### src/rtl/irq_pkg.sv
`timescale 1ns/1ps
package irq_pkg;
  localparam int unsigned LINES     = 8;
  localparam int unsigned IDX_W     = $clog2(LINES);
  localparam int unsigned VEC_W     = 8;
  localparam int unsigned BASE_W    = VEC_W - IDX_W;
  localparam int unsigned CASC_LINE = 2;

  typedef enum logic [2:0] {
    OP_NONE     = 3'd0,
    OP_EOI      = 3'd1,
    OP_EOI_ROT  = 3'd2,
    OP_SEOI     = 3'd3,
    OP_SEOI_ROT = 3'd4,
    OP_SETPRI   = 3'd5
  } eoi_op_e;

  // Level of the first set bit, searching from line 'base' and wrapping.
  // Returns LINES when no bit is set.
  function automatic logic [IDX_W:0] prio_scan(input logic [LINES-1:0] req,
                                               input logic [IDX_W-1:0] base);
    logic [IDX_W:0] lvl;
    logic           hit;
    lvl = (IDX_W+1)'(LINES);
    hit = 1'b0;
    for (int k = 0; k < LINES; k++) begin
      if (!hit && req[IDX_W'(k) + base]) begin
        lvl = (IDX_W+1)'(k);
        hit = 1'b1;
      end
    end
    return lvl;
  endfunction
endpackage

### src/rtl/irq_capture.sv
`timescale 1ns/1ps
module irq_capture import irq_pkg::*; (
  input  logic             clk,
  input  logic             rst_n,
  input  logic [LINES-1:0] irq_in,
  input  logic [LINES-1:0] trig,
  input  logic [LINES-1:0] clr_edge,
  output logic [LINES-1:0] irr_q
);
  logic [LINES-1:0] last_q, last_d, irr_d, rise;

  always_comb begin
    rise   = irq_in & ~last_q & ~trig;
    last_d = irq_in;
    irr_d  = (irr_q & ~(clr_edge & ~trig)) | rise;
    irr_d  = (irr_d & ~trig) | (irq_in & trig);
  end

  always_ff @(posedge clk or negedge rst_n) begin
    if (!rst_n) begin
      last_q <= '0;
      irr_q  <= '0;
    end else begin
      last_q <= last_d;
      irr_q  <= irr_d;
    end
  end

  p_edge_set_r2: assert property (@(posedge clk) disable iff (!rst_n)
    (|(irq_in & ~last_q & ~trig)) |=>
      ((irr_q & $past(irq_in & ~last_q & ~trig)) == $past(irq_in & ~last_q & ~trig)));

  p_level_follow_r3: assert property (@(posedge clk) disable iff (!rst_n)
    (|trig) |=> (((irr_q ^ $past(irq_in)) & $past(trig)) == '0));
endmodule

### src/rtl/irq_resolve.sv
`timescale 1ns/1ps
module irq_resolve import irq_pkg::*; (
  input  logic [LINES-1:0] irr,
  input  logic [LINES-1:0] imr,
  input  logic [LINES-1:0] isr,
  input  logic [IDX_W-1:0] base,
  input  logic             special_mask,
  input  logic             fully_nested,
  input  logic             is_master,
  output logic             fire,
  output logic [IDX_W-1:0] win
);
  logic [LINES-1:0] pend, isr_eff;
  logic [IDX_W:0]   p_lvl, c_lvl;

  always_comb begin
    pend    = irr & ~imr;
    isr_eff = isr;
    if (special_mask)             isr_eff = isr_eff & ~imr;
    if (fully_nested && is_master) isr_eff[CASC_LINE] = 1'b0;
    p_lvl = prio_scan(pend, base);
    c_lvl = prio_scan(isr_eff, base);
    fire  = (p_lvl < c_lvl);
    win   = p_lvl[IDX_W-1:0] + base;
  end
endmodule

### src/rtl/irq_service.sv
`timescale 1ns/1ps
module irq_service import irq_pkg::*; (
  input  logic             clk,
  input  logic             rst_n,
  input  logic             ack_fire,
  input  logic [IDX_W-1:0] win,
  input  logic             auto_eoi,
  input  logic             rot_aeoi,
  input  logic             cmd_valid,
  input  logic [2:0]       cmd_op,
  input  logic [IDX_W-1:0] cmd_lvl,
  output logic [LINES-1:0] isr_q,
  output logic [IDX_W-1:0] base_q
);
  logic [LINES-1:0] isr_d;
  logic [IDX_W-1:0] base_d, ns_idx;
  logic [IDX_W:0]   ns_lvl;
  logic             upd;

  always_comb begin
    isr_d  = isr_q;
    base_d = base_q;
    ns_lvl = prio_scan(isr_q, base_q);
    ns_idx = ns_lvl[IDX_W-1:0] + base_q;
    upd    = ack_fire | cmd_valid;
    if (ack_fire) begin
      if (auto_eoi) begin
        if (rot_aeoi) base_d = win + 1'b1;
      end else begin
        isr_d[win] = 1'b1;
      end
    end else if (cmd_valid) begin
      case (cmd_op)
        OP_EOI: begin
          if (!ns_lvl[IDX_W]) isr_d[ns_idx] = 1'b0;
        end
        OP_EOI_ROT: begin
          if (!ns_lvl[IDX_W]) begin
            isr_d[ns_idx] = 1'b0;
            base_d        = ns_idx + 1'b1;
          end
        end
        OP_SEOI:     isr_d[cmd_lvl] = 1'b0;
        OP_SEOI_ROT: begin
          isr_d[cmd_lvl] = 1'b0;
          base_d         = cmd_lvl + 1'b1;
        end
        OP_SETPRI:   base_d = cmd_lvl + 1'b1;
        default: ;
      endcase
    end
  end

  always_ff @(posedge clk or negedge rst_n) begin
    if (!rst_n) begin
      isr_q  <= '0;
      base_q <= '0;
    end else if (upd) begin
      isr_q  <= isr_d;
      base_q <= base_d;
    end
  end

  p_ack_isr_r6: assert property (@(posedge clk) disable iff (!rst_n)
    (ack_fire && !auto_eoi) |=> isr_q[$past(win)]);

  p_aeoi_rot_r8: assert property (@(posedge clk) disable iff (!rst_n)
    (ack_fire && auto_eoi && rot_aeoi) |=> (base_q == IDX_W'($past(win) + 1'b1)));

  p_seoi_clear_r9: assert property (@(posedge clk) disable iff (!rst_n)
    (cmd_valid && !ack_fire && (cmd_op == OP_SEOI)) |=> !isr_q[$past(cmd_lvl)]);
endmodule

### src/rtl/irq_resolver.sv
`timescale 1ns/1ps
module irq_resolver import irq_pkg::*; #(
  parameter logic [LINES-1:0] TRIG_WMASK = '1
) (
  input  logic              clk,
  input  logic              rst_n,
  input  logic [LINES-1:0]  irq_in,
  input  logic              trig_wr,
  input  logic [LINES-1:0]  trig_wdata,
  input  logic              mask_wr,
  input  logic [LINES-1:0]  mask_wdata,
  input  logic [BASE_W-1:0] vec_base,
  input  logic              is_master,
  input  logic              auto_eoi,
  input  logic              rot_aeoi,
  input  logic              special_mask,
  input  logic              fully_nested,
  input  logic              cmd_valid,
  input  logic [2:0]        cmd_op,
  input  logic [IDX_W-1:0]  cmd_lvl,
  input  logic              ack,
  input  logic [VEC_W-1:0]  casc_vec_in,
  output logic [VEC_W-1:0]  ack_vec,
  output logic              int_out,
  output logic              casc_ack
);
  logic [1:0]       rs_q;
  logic             rst_ni;
  logic [LINES-1:0] trig_q, trig_d, imr_q, imr_d, irr_w, isr_w, clr_edge;
  logic [IDX_W-1:0] base_w, win;
  logic             fire, ack_fire, casc_hit;

  // Asynchronous assert, synchronous release.
  always_ff @(posedge clk or negedge rst_n) begin
    if (!rst_n) rs_q <= '0;
    else        rs_q <= {rs_q[0], 1'b1};
  end
  assign rst_ni = rs_q[1];

  always_comb begin
    trig_d = trig_q;
    imr_d  = imr_q;
    if (trig_wr) trig_d = (trig_q & ~TRIG_WMASK) | (trig_wdata & TRIG_WMASK);
    if (mask_wr) imr_d  = mask_wdata;
  end

  always_ff @(posedge clk or negedge rst_ni) begin
    if (!rst_ni) begin
      trig_q <= '0;
      imr_q  <= '0;
    end else begin
      if (trig_wr) trig_q <= trig_d;
      if (mask_wr) imr_q  <= imr_d;
    end
  end

  assign ack_fire = ack & fire;
  assign clr_edge = ack_fire ? (LINES'(1) << win) : '0;

  irq_capture u_cap (
    .clk      (clk),
    .rst_n    (rst_ni),
    .irq_in   (irq_in),
    .trig     (trig_q),
    .clr_edge (clr_edge),
    .irr_q    (irr_w)
  );

  irq_resolve u_res (
    .irr          (irr_w),
    .imr          (imr_q),
    .isr          (isr_w),
    .base         (base_w),
    .special_mask (special_mask),
    .fully_nested (fully_nested),
    .is_master    (is_master),
    .fire         (fire),
    .win          (win)
  );

  irq_service u_svc (
    .clk       (clk),
    .rst_n     (rst_ni),
    .ack_fire  (ack_fire),
    .win       (win),
    .auto_eoi  (auto_eoi),
    .rot_aeoi  (rot_aeoi),
    .cmd_valid (cmd_valid),
    .cmd_op    (cmd_op),
    .cmd_lvl   (cmd_lvl),
    .isr_q     (isr_w),
    .base_q    (base_w)
  );

  always_comb begin
    casc_hit = is_master && fire && (win == IDX_W'(CASC_LINE));
    if (!fire)         ack_vec = {vec_base, {IDX_W{1'b1}}};
    else if (casc_hit) ack_vec = casc_vec_in;
    else               ack_vec = {vec_base, win};
    casc_ack = ack && casc_hit;
    int_out  = fire;
  end

  p_trig_lock_r4: assert property (@(posedge clk) disable iff (!rst_ni)
    trig_wr |=> (((trig_q ^ $past(trig_q)) & ~TRIG_WMASK) == '0));

  p_win_pending_r5: assert property (@(posedge clk) disable iff (!rst_ni)
    int_out |-> (irr_w[win] && !imr_q[win]));

  p_spur_hold_r7: assert property (@(posedge clk) disable iff (!rst_ni)
    (ack && !int_out && !cmd_valid) |=> ($stable(isr_w) && $stable(base_w)));

  p_casc_isr_r12: assert property (@(posedge clk) disable iff (!rst_ni)
    (casc_ack && !auto_eoi) |=> isr_w[CASC_LINE]);
endmodule

### config.mk
export PLATFORM = sky130hd
export DESIGN_NAME = irq_resolver
export DESIGN_NICKNAME = d
export VERILOG_FILES = /design/src/rtl/irq_pkg.sv /design/src/rtl/irq_capture.sv /design/src/rtl/irq_resolve.sv /design/src/rtl/irq_service.sv /design/src/rtl/irq_resolver.sv
export SDC_FILE = /design/constraint.sdc
export NUM_CORES = 1
export LEC_CHECK = 0
export ABC_CLOCK_PERIOD_IN_PS = 6400
export BUFFER_PORTS_ARGS = -buffer_cell sky130_fd_sc_hd__buf_4
export CORE_MARGIN = 2
export CORE_UTILIZATION = 45
export DETAILED_ROUTE_END_ITERATION = 7
export PLACE_DENSITY = 0.73
export SYNTH_ARGS = -nofsm -noshare
export SYNTH_HDL_FRONTEND = slang
export SYNTH_SLANG_ARGS = --single-unit
export TNS_END_PERCENT = 100
### constraint.sdc
create_clock -name clk -period 6.4 [get_ports clk]
set_input_delay 0.64 -clock clk [delete_from_list [all_inputs] [get_ports clk]]
set_output_delay 0.64 -clock clk [all_outputs]
set_load 0.01 [all_outputs]
Word-level counts from Yosys, hierarchy flattened
Index checks and enable logic that the tools add are counted.
- $add $sub $neg: 12
- $lt $le $gt $ge: 15
- equality and inequality tests: 11
- shift operators: 1
- multiplexer cells: 115
- bitwise gates (word level): 21
- reduce and logical (&&, ||, !) cells: 57
- operator list (kind ; count):
    2-to-1 mux 4 bit ; 24
    bitwise AND 8 bit ; 10
    binary-select mux 1 bit (select 3 bit) ; 24
    2-to-1 mux 8 bit ; 8
    2-to-1 mux 1 bit ; 49
    inverter 8 bit ; 6
    less-than comparator 3 x 4 -> 1 bit, second input constant ; 11
    logical AND 1 bit ; 28
    bitwise OR 8 bit ; 3
    logical NOT 1 bit ; 21
    one-hot mux 8 bit (2 select lines) ; 1
    2-to-1 mux 3 bit ; 5
    adder 3 bit, first input constant ; 4
    adder 3 x 1 -> 3 bit, second input constant ; 3
    demux 1 bit (select 3 bit) ; 3
    equality test 3 x 2 -> 1 bit, second input constant ; 3
    >= comparator 3 x 1 -> 1 bit, second input constant ; 3
    left shift 1 x 3 -> 8 bit, first input constant ; 1
    adder 2 x 3 -> 3 bit, first input constant ; 2
    adder 3 bit ; 2
    equality test 3 bit, second input constant ; 2
    inequality test 2 bit, second input constant ; 3
    inequality test 3 bit, second input constant ; 2
    one-hot mux 3 bit (2 select lines) ; 1
    10 further kinds ; 13
- bits in registers: 45
- bits of input ports: 54
- output and inout port bits: 10
- word-level logic and storage cells: 239

Depth between registers and ports, before layout
Gate-level depths: netlist of the first run.
- word-level depth: 37
- mapped depth: 23
- mapped depth without buffers: 19

Modules after synthesis
Synthesis of the first run repeated with hierarchy kept, for this count alone.
- cells, all modules: 412
- area, all modules: 4162.7 um2
- modules (own cells, without submodules) (module ; times used ; cells each ; area an instance (um2) ; sequential area each (um2)):
    irq_service ; 1 ; 170 ; 1530.2 ; 275.3
    irq_resolve ; 1 ; 135 ; 1212.4 ; 0.0
    irq_resolver ; 1 ; 67 ; 869.6 ; 450.4
    irq_capture ; 1 ; 40 ; 550.5 ; 400.4

Least setup slack after synthesis of the first run
No wires, ideal clock.
- path type: reg2out
- from: register u_svc.base_q[1]
- to: output port ack_vec[3]
- arrival: 4.181 ns
- required time: 5.760 ns
- slack: 1.579 ns
- cell stages (with the launch flop): 18
- path buffers: 3
- cell sequence: dfrtp_1 -> buf_2 -> inv_1 -> ha_1 -> buf_2 -> a221oi_2 -> o21ai_0 -> mux4_2 -> nor2_2 -> o21ai_0 -> ha_1 -> a21o_1 -> a21oi_1 -> o21ai_0 -> nor2_2 -> and4_4 -> buf_6 -> mux2_1
- longest elaborated chain between the ends: 29
- elaborated cells on any way between the ends: 104
- classes of those cells: 8 x add/sub; 1 x order compare; 1 x eq/ne; 64 x mux; 30 x reduce/logical
- ends and longest elaborated chain (element ; RTL line ; text):
    start, declared ; irq_service.sv:13 ; output logic [IDX_W-1:0] base_q
    start signal, assigned ; irq_service.sv:60 ; base_q <= base_d;
    branches (longest 24 deep; another with adder 1 x 3 -> 3 bit) ; - ;
    less-than comparator 4 bit (*) ; irq_resolve.sv:23 ; fire = (p_lvl < c_lvl);
    named net int_out ; irq_resolver.sv:24 ; output logic int_out,
    logical AND 1 bit (2 in series) ; irq_resolver.sv:96 ; casc_hit = is_master && fire && (win == IDX_W'(CASC_LINE));
    2-to-1 mux 8 bit ; irq_resolver.sv:98 ; else if (casc_hit) ack_vec = casc_vec_in;
    2-to-1 mux 8 bit (*) ; irq_resolver.sv:97 ; if (!fire) ack_vec = {vec_base, {IDX_W{1'b1}}};
    end, declared ; irq_resolver.sv:23 ; output logic [VEC_W-1:0] ack_vec,
Mark *: on every way through the listed nets, which the timed path passes. The select of a mux whose other input is x is not followed.

Worst setup path in the final report of the first run
- from: register u_svc.base_q[1]
- to: output port ack_vec[3]
- longest elaborated chain between the ends: 29
- elaborated cells on any way between the ends: 104
- classes of those cells: 8 x add/sub; 1 x order compare; 1 x eq/ne; 64 x mux; 30 x reduce/logical
- ends and longest elaborated chain (element ; RTL line):
    branches (longest 28 deep; another with adder 1 x 3 -> 3 bit) ; -
    2-to-1 mux 8 bit (*) ; irq_resolver.sv:97
Every way passes the cells marked *. The select of a mux whose other input is x is not followed.

==> results of run 1 <==
==> placed cells by master, fill, tap and decap left out, types with 8 or more instances in the layout <==
master,instances
buf_4,68
o21ai_0,15
a31oi_1,8
mux4_2,26
nor2_1,21
mux2i_1,13
nor2b_1,8
mux2_2,19
inv_1,27
nand2b_1,13
nand2_1,28
nand3_1,8
dfrtp_1,44
o32ai_1,8
a21oi_2,9
==> through the flow <==
step	cells	worst slack (ps)	util (%)	hold WS (ps)	cell area [um2]
global route	555	174	53.4	99.4	4650
finish	555	458	53.4	113	4650
CTS	555	169	53.3	102	4650
global placement	547	841	52.4	327	4570
detailed placement	547	494	52.4	331	4570
floorplan	386	1580	-	331	4050
==> metal layers <==
layer / vias to the layer above / wire length [um] / GRT usage, %
met2: 136 / 5140 / 37.0
li1: 1587 / - / -
met3: 16 / 849 / 4.89
met1: 1640 / 4270 / 28.5
met4: 0 / 170 / 6.11
met5: - / 0 / 0
==> kinds of logic after synthesis <==
kind of cell / after synthesis
adders and majority gates: 11
xor gates and xnor gates: 9
AOI/OAI and AO/OA: 106
muxes: 64
and+or+nand+nor: 106
DFF: 45
other: 1
buffers and inverters: 44
==> layout make-up <==
cell class              count  area (um2)  share of cell area, %
inverters                  29         109                   2.34
clock buffers               7        76.3                   1.64
multi-input cells         297        2690                   57.8
well taps                 108         135                   2.90
flip-flops and latches     45        1130                   24.2
repair buffers             68         510                   11.0
clock inverters             1        7.51                  0.161
==> critical path, stage by stage (launching register included) <==
cell      delay (ps)
dfrtp_2          560
inv_1            280
ha_2             600
inv_1            180
a221oi_2         430
o21ai_0          190
mux4_2           510
nor2_2           220
o21ai_0          130
ha_1             310
a21o_1           160
a21oi_1          230
o21ai_0          200
nor2_2           210
and4_4           320
mux2_1           340
buf_4            150
==> registers in the layout, summed over array words and instances, names as in the netlist <==
name          cells
imr_q             8
trig_q            8
u_cap.irr_q       8
u_cap.last_q      8
u_svc.isr_q       8
u_svc.base_q      3
rs_q              2
==> timing repair <==
action,CTS,global route
resized for setup,0,2
endpoints found under the hold margin,0,0
setup endpoints to repair,0,8
==> final timing paths <==
path / start / end / slack (ps) / cells past startpoint
worst max-delay path: u_svc.base_q[1] / ack_vec[3] / 460 / 16
worst min-delay path: rst_n / rs_q[0] / 110 / 1
worst max register to register: u_svc.base_q[1] / u_svc.base_q[2] / 1040 / 17
worst min register to register: rs_q[1] / u_cap.last_q[4] / 320 / 1
max in group asynchronous: rs_q[1] / u_svc.base_q[1] / 5700 / 1
min in group clk: rs_q[0] / rs_q[1] / 360 / 0
==> results.md, run 1 <==
* Mux contribution to synthesized area at 24.6%
* Synth Area in Compound Gates at 20.8%
* Largest family of logic cells by synthesized area: multiplexers
* Most frequent cells after synthesis: 45 x dfrtp_1, 28 x nand2_1, 27 x inv_1
* Synth Area in Adders at 3.71%
* Min Tclk post-route at 5940 ps
* Syn_area_per_cell at 10.5 um2
* Fin crit share at 92.9%
* RSZ-0062 raised after global routing: no
* Final setup viols at 0
* Yosys warns at 0
* Syn_nets at 450
* DRC viols at 0
* Iteration count of the initial detailed-routing pass at 5
* Nets@finish at 510
* Ys async rst share at 100%
* Arrival time worst endpoint at 5300 ps
* Synth top area cells: dfrtp_1 28%, mux4_2 14%, mux2_2 5.3%
* Core box area at 8720 um2
* Post-CTS setup buffers at 0
* DR WL/cell at 18.8 um
* Ys flop type: dfrtp_1
* Antenna diodes at 0
* Clock Skews at 4.72 ps
* Aggregate global routing overflow at 0
* Setup TNS at 0 ps
* Largest net degree at the start of global routing at 44
* Vias at 3379
* # IOs at 64
* Synth cell types at 74
* Area of the mapped netlist at 4050 um2
* Number of port buffers at 63
* Drt initial violations at 238
* Status: finished, final reports clean
* Final Max Slew Viols at 0
* Total Wirelength at 10400 um
* Synth Area in Simple Gates at 14.3%
* Initial Utilization at 46.4%
* Post-synth top area cell: dfrtp_1
* Max FO, Critical Path at 12
* Worst-path clk slew at 80 ps
* Achievable frequency at 0.168 GHz
* Die height at 98.8 um
* Antenna violation net count after detailed routing at 0
* Tightest Pin Transition at 987 ps
* Root buffer cell: clkbuf_8
* Fillers at 763
* Critical Path Sink Type: output pin
* Worst slew margin at 34.2%
* Die area at 9770 um2
* XOR/XNOR share of the synthesized area at 2.78%
* DP HPWL at 8310 um
* Sink Count at 45
* Clock Path Buffers at 2
* Post-synth EDFFs at 0
* Max-Cap Viols at 0
* # hold bufs at CTS at 0
* Vias per cell at 6.09
* CP Launch Type: register
* Sequential area share after synthesis at 27.8%
* GRT Util Overall at 21.9%
* Rows at 34
* Worst Path Required at 5760 ps
* Vias in the first global route at 3447
* Tightest Hold Check Type: in -> async
* Synth top area share at 27.8%
* First-pass GRT wire length at 17100 um
* Synth-to-Final Area Change at 15.0%
* Hold Vio Cnt, Final at 0
* Number of CTS-inserted buffers at 5
* Htree depth at 2
* Initial antenna violation count at 0
* CP Class: reg -> out
* Die X at 98.8 um
* Synthesized instance count at 386
* Clock latency on the worst-skew pair at 290 ps
* Most frequent cell after synthesis: dfrtp_1
* Synth Register Bits at 45
* Share of layout cells above drive strength 1 at 34.5%
* GP Congestion at 0.905
* CTS tree: done
Power of run 1 is not shown: default switching activity piles up to over one toggle a cycle in this logic, so the estimate is an artifact.
==> inputs of run 2 (changes only) <==
--- a/config.mk
+++ b/config.mk
@@ -13,5 +13,6 @@
 export PLACE_DENSITY = 0.73
 export SYNTH_ARGS = -nofsm -noshare
 export SYNTH_HDL_FRONTEND = slang
+export SYNTH_HIERARCHICAL = 1
 export SYNTH_SLANG_ARGS = --single-unit
 export TNS_END_PERCENT = 100
==> run 2 against run 1 <==
Compared with the run above: worst hold slack worse by 6.4 ps; routed wire length down 1.4%; synthesized cell count grew 6.7%; sequential share of layout area fell by 0.84 points; setup slack better by 360 ps; register-to-register slack better by 90 ps.
==> results.md, run 2 <==
* Synthesized instance count at 412 (+6.7%)
* # hold bufs at CTS at 0 (unchanged)
* Die area at 10000 um2 (+2.8%)
* Yosys warns at 6 (+6)
* Area of the mapped netlist at 4160 um2 (+2.9%)
* Worst-path clk slew at 80 ps (about the same)
* Final setup viols at 0 (unchanged)
* Iteration count of the initial detailed-routing pass at 5 (unchanged)
* Clock Path Buffers at 2 (unchanged)
* Root buffer cell: clkbuf_8
* # IOs at 64 (unchanged)
* Sink Count at 45 (unchanged)
* Share of layout cells above drive strength 1 at 30.7% (-3.8 points)
* Max FO, Critical Path at 15 (+3)
* Critical Path Start: u_svc/base_q[0]
* Die X at 100 um (+1.4%)
* Worst slew margin at 39.7% (+5.5 points)
* CP Class: reg -> out
* Ys flop type: dfrtp_1
* Syn_nets at 478 (+6.2%)
* Post-CTS setup buffers at 0 (unchanged)
* Aggregate global routing overflow at 0 (unchanged)
* DP HPWL at 8130 um (-2.2%)
* Final Max Slew Viols at 0 (unchanged)
* Ys async rst share at 100% (unchanged)
* Reg2Reg Depth at 15 (-2)
* Hold Vio Cnt, Final at 0 (unchanged)
* Most frequent cells after synthesis: 45 x dfrtp_1, 32 x nand2_1, 26 x mux2_2, 26 x mux2i_1, 24 x nor2_1
* Number of CTS-inserted buffers at 5 (unchanged)
* Post-synth EDFFs at 0 (unchanged)
* Clock Skews at 11.6 ps (+6.90 ps)
* Largest net degree at the start of global routing at 44 (unchanged)
* Setup TNS at 0 ps (unchanged)
* Achievable frequency at 0.179 GHz (+6.5%)
* DR WL/cell at 17.6 um (-6.3%)
* Reg2reg start: u_svc/base_q[0]
* Vias per cell at 6.07 (-0.24%)
* Syn_area_per_cell at 10.1 um2 (-3.6%)
* Tightest Pin Transition at 904 ps (-82.9 ps)
* Total Wirelength at 10300 um (-1.4%)
* Arrival time worst endpoint at 4940 ps (-360 ps)
* Synth Register Bits at 45 (unchanged)
* Tightest Hold Check Type: in -> async
* Commonest cells after routing, fill and taps aside: 68 x buf_4, 44 x dfrtp_1, 32 x nand2_1, 26 x mux2_2, 26 x mux2i_1
* Synth cell types at 79 (+6.8%)
* Clock latency on the worst-skew pair at 300 ps (about the same)
* Synth top area cells: dfrtp_1 27%, mux4_2 9.7%, mux2_2 7.0%
* RSZ-0062 raised after global routing: no
* CP Launch Type: register
* First-pass GRT wire length at 17100 um (unchanged)
* Drt initial violations at 213 (-11%)
* CTS tree: done
* Post-synth top area cell: dfrtp_1
* Vias in the first global route at 3505 (+1.7%)
* Post-CTS Resized at 0 (unchanged)
* Die height at 100 um (+1.4%)
* Vias at 3547 (+5.0%)
* DRC viols at 0 (unchanged)
* Status: finished, final reports clean
* Initial Utilization at 45.7% (-0.70 points)
* Antenna violation net count after detailed routing at 0 (unchanged)
* Leading cell type in the layout, fill and taps excluded: buf_4
* Sequential area share after synthesis at 27.1% (-0.78 points)
* Rows at 35 (+2.9%)
* Synth-to-Final Area Change at 15.8%
* Fin crit share at 87.2% (-5.7 points)
* Synth top area share at 27.1% (-0.78 points)
* Nets@finish at 538 (+5.5%)
* Worst Path Required at 5760 ps (about the same)
* Core box area at 9110 um2 (+4.4%)
* GRT Util Overall at 21.3% (-0.65 points)
* Initial antenna violation count at 0 (unchanged)
* Max-Cap Viols at 0 (unchanged)
* Htree depth at 2 (unchanged)
* Critical Path Sink Type: output pin
* GP Congestion at 0.912 (+0.84%)
* Most frequent cell after synthesis: dfrtp_1
* Min Tclk post-route at 5580 ps (-364 ps)
* Number of port buffers at 63 (unchanged)
* Antenna diodes at 0 (unchanged)
[run 2: layout make-up]
class,count,area [um2]
Clock inverter,2,35.0
Tap cell,111,139
Clock buffer,6,72.6
Multi-Input combinational cell,335,2870
Inverter,17,68.8
Sequential cell,45,1130
Timing Repair Buffer,68,510
Fill cell,817,4290
[run 2: path summary, 6_finish.rpt]
check / endpoint / slack (ps)
setup / recovery: casc_ack / 820
hold / removal: rs_q[0] / 110
setup reg to reg: u_svc/isr_q[7] / 1130
hold reg to reg: rs_q[1] / 370
max in group asynchronous: u_cap/last_q[7] / 5420
min in group clk: rs_q[1] / 370
[run 2: kinds of logic after synthesis]
family	share of synthesized area (%)
compound gates	15.8
xor+xnor	2.89
fa+ha+maj	3.97
buf+inv	4.06
flops	27.1
mux	26.5
other cells	0.0901
simple gates	19.7
[run 2: routing by layer]
metal,vias up,GRT usage [%],share of wire [%]
li1,1677,-,-
met4,0,5.16,1.4
met2,119,37.8,50
met1,1732,27.9,43
met3,19,2.30,5.7
met5,-,0,0
[run 2: stage by stage]
stage          cells  hold slack, ps  instance area [um2]  utilization, %  setup slack [ps]
3_3_place_gp     576             340                 4710            51.7              1290
4_1_cts          584            98.4                 4820            52.9               843
6_report         584             106                 4820            52.9               822
3_5_place_dp     576             353                 4710            51.7              1170
5_1_grt          584            89.1                 4820            52.9               482
2_1_floorplan    412             331                 4160               -              1560
[run 2: worst max-delay path, stage by stage (launching register included)]
cell and delay, ps:
dfrtp_1 760, inv_6 130, ha_1 580, mux4_2 390
nand2_1 110, o21ai_0 80, or2_2 320, a31oi_1 150
or3_1 130, ha_1 240, a21oi_1 180, o21ai_2 80
a31oi_1 330, and2_1 530, nand2b_1 230, nor3_1 240
buf_4 170
Power of run 2 is left out for the same reason.
==> inputs of run 3 (changes only) <==
--- a/config.mk
+++ b/config.mk
@@ -7,10 +7,13 @@
 export LEC_CHECK = 0
 export ABC_CLOCK_PERIOD_IN_PS = 6400
 export BUFFER_PORTS_ARGS = -buffer_cell sky130_fd_sc_hd__buf_4
+export CELL_PAD_IN_SITES_DETAIL_PLACEMENT = 1
+export CELL_PAD_IN_SITES_GLOBAL_PLACEMENT = 1
 export CORE_MARGIN = 2
 export CORE_UTILIZATION = 45
 export DETAILED_ROUTE_END_ITERATION = 7
-export PLACE_DENSITY = 0.73
+export MAX_ROUTING_LAYER = met4
+export PLACE_DENSITY = 0.88
 export SYNTH_ARGS = -nofsm -noshare
 export SYNTH_HDL_FRONTEND = slang
 export SYNTH_HIERARCHICAL = 1
==> run 3 against run 2 <==
Compared with the run above: first-iteration DRC count fell by 20%; utilization rose by 0.41 points; count of clock-buffer cells in the layout fell by 1.
==> results.md, run 3 (synthesis results as in run 2) <==
* Post-route insts no fill at 585 (+0.17%)
* Met3 track demand over resource at 3.13% (+0.84 points)
* Vias in the first global route at 4011 (+14%)
* Max stage delay cell, worst path: dfrtp_1
* Most used cell, CP: ha_1
* Number of CTS-inserted buffers at 5 (unchanged)
* Antenna violation net count after detailed routing at 0 (unchanged)
* Number of port buffers at 63 (unchanged)
* Worst-path clk slew at 90 ps (about the same)
* Placed cells at 577 (+0.17%)
* # IOs at 64 (unchanged)
* Setup slack, reg-to-reg at 1000 ps (-130 ps)
* Hold Vio Cnt, Final at 0 (unchanged)
* Vias per cell at 6.34 (+4.4%)
* # hold bufs at CTS at 0 (unchanged)
* Final Max Slew Viols at 0 (unchanged)
* Fin crit share at 84.3% (-2.8 points)
* CP Launch Type: register
* Multi-input gate area at 2870 um2 (unchanged)
* GP Congestion at 0.918 (+0.60%)
* GR peak layer: met2
* Core box area at 9110 um2 (unchanged)
* Aggregate global routing overflow at 0 (unchanged)
* Min Tclk post-route at 5400 ps (-180 ps)
* Achievable frequency at 0.185 GHz (+3.3%)
* DRC viols at 0 (unchanged)
* Share of layout cells above drive strength 1 at 31.0% (+0.36 points)
* Initial Utilization at 45.7% (unchanged)
* Max FO, Critical Path at 15 (unchanged)
* Drt initial violations at 170 (-20%)
* Clock latency on the worst-skew pair at 310 ps (about the same)
* Setup TNS at 0 ps (unchanged)
* Vias at 3710 (+4.6%)
* Final setup viols at 0 (unchanged)
* Critical Path Sink Type: register
* CTS tree: done
* GR met2 Demand/Resource at 46.5% (+8.7 points)
* Met1 Track Usage GR at 31.4% (+3.5 points)
* Critical Path Start: u_svc/base_q[0]
* Critical path endpoint: u_svc/base_q[1]
* CP cell instances: clkinv_1 > ha_1 > mux4_2 > mux2i_1 > nand2_1 > a211o_1 > o221ai_1 > o21a_1 > ha_1 > inv_1 > fa_1 > nor2_1 > a21oi_1 > o21ai_0 > ha_1 > mux2_2
* Synth-to-Final Area Change at 16.7%
* RR Endpoint: u_svc/base_q[1]
* Worst slew margin at 37.0% (-2.8 points)
* GRT Util Overall at 26.4% (+5.1 points)
* Sink Count at 45 (unchanged)
* Rows at 35 (unchanged)
* First-pass GRT wire length at 20300 um (+19%)
* DR WL/cell at 21.2 um (+20%)
* Status: finished, final reports clean
* Slowest cell delay on critical path at 790 ps (+30 ps)
* CP Class: reg -> reg
* RSZ-0062 raised after global routing: no
* Die X at 100 um (unchanged)
* Reg2Reg Depth at 16 (+1)
* Root buffer cell: clkbuf_8
* Worst Path Required at 6590 ps (+830 ps)
* Antenna diodes at 0 (unchanged)
* Commonest cells after routing, fill and taps aside: 69 x buf_4, 44 x dfrtp_1, 32 x nand2_1, 26 x mux2_2, 26 x mux2i_1
* Total Wirelength at 12400 um (+21%)
* Htree depth at 2 (unchanged)
* Nets@finish at 539 (+0.19%)
* Post-CTS Resized at 0 (unchanged)
* Max-Cap Viols at 0 (unchanged)
* DP HPWL at 9750 um (+20%)
* Tightest Hold Check Type: in -> async
* Sequential Area at 1130 um2 (unchanged)
* Reg2reg start: u_svc/base_q[0]
* Initial antenna violation count at 0 (unchanged)
* Tightest Pin Transition at 945 ps (+41.5 ps)
* Clock Skews at 9.38 ps (-2.23 ps)
* Iteration count of the initial detailed-routing pass at 4 (-1)
* Largest net degree at the start of global routing at 44 (unchanged)
* Leading cell type in the layout, fill and taps excluded: buf_4
* Fillers at 1042 (+28%)
* Die area at 10000 um2 (unchanged)
* Clock Path Buffers at 2 (unchanged)
* Arrival time worst endpoint at 5590 ps (+650 ps)
* Die height at 100 um (unchanged)
* Post-CTS setup buffers at 0 (unchanged)
-- run 3: critical path, delay by kind of cell (launching register included) --
family / cells / cell delay (ps)
AO/OA/AOI/OAI: 5 / 900
multiplexers: 3 / 1110
adder cells (fa/ha/maj): 4 / 1650
flip-flops: 1 / 790
AND/OR/NAND/NOR: 2 / 320
buffers and inverters: 2 / 520
-- run 3: layout make-up --
cell class                      count  share of cell area (%)
Multi-Input combinational cell    335                    59.0
Tap cell                          111                    2.86
Timing Repair Buffer               69                    10.7
Clock buffer                        5                    1.42
Sequential cell                    45                    23.2
Inverter                           17                    1.42
Clock inverter                      3                    1.42
-- run 3: layer usage --
| layer | routed length, um | vias up |
|---|---|---|
| li1 | - | 1671 |
| met1 | 4860 | 1893 |
| met2 | 6580 | 118 |
| met3 | 627 | 28 |
| met4 | 324 | 0 |
| met5 | 0 | - |
-- run 3: stage by stage --
step                      worst slack (ps)  instance area (um2)  utilization (%)  hold slack [ps]
final                                 1000                 4860             53.3             97.6
after CTS                             1080                 4860             53.3             91.1
after global routing                   638                 4860             53.3             88.2
after detailed placement              1090                 4720             51.8              346
after global placement                1290                 4720             51.8              340
after floorplan                       1560                 4160                -              331
-- run 3: how the worst min path moves through the flow --
stage | end | depth (start not counted)
2_1_floorplan | rs_q[1] | 0
3_3_place_gp | rs_q[1] | 0
3_5_place_dp | rs_q[1] | 0
4_1_cts | rs_q[1] | 1
5_1_grt | rs_q[1] | 1
6_report | rs_q[1] | 1
Power of run 3 is left out for the same reason.
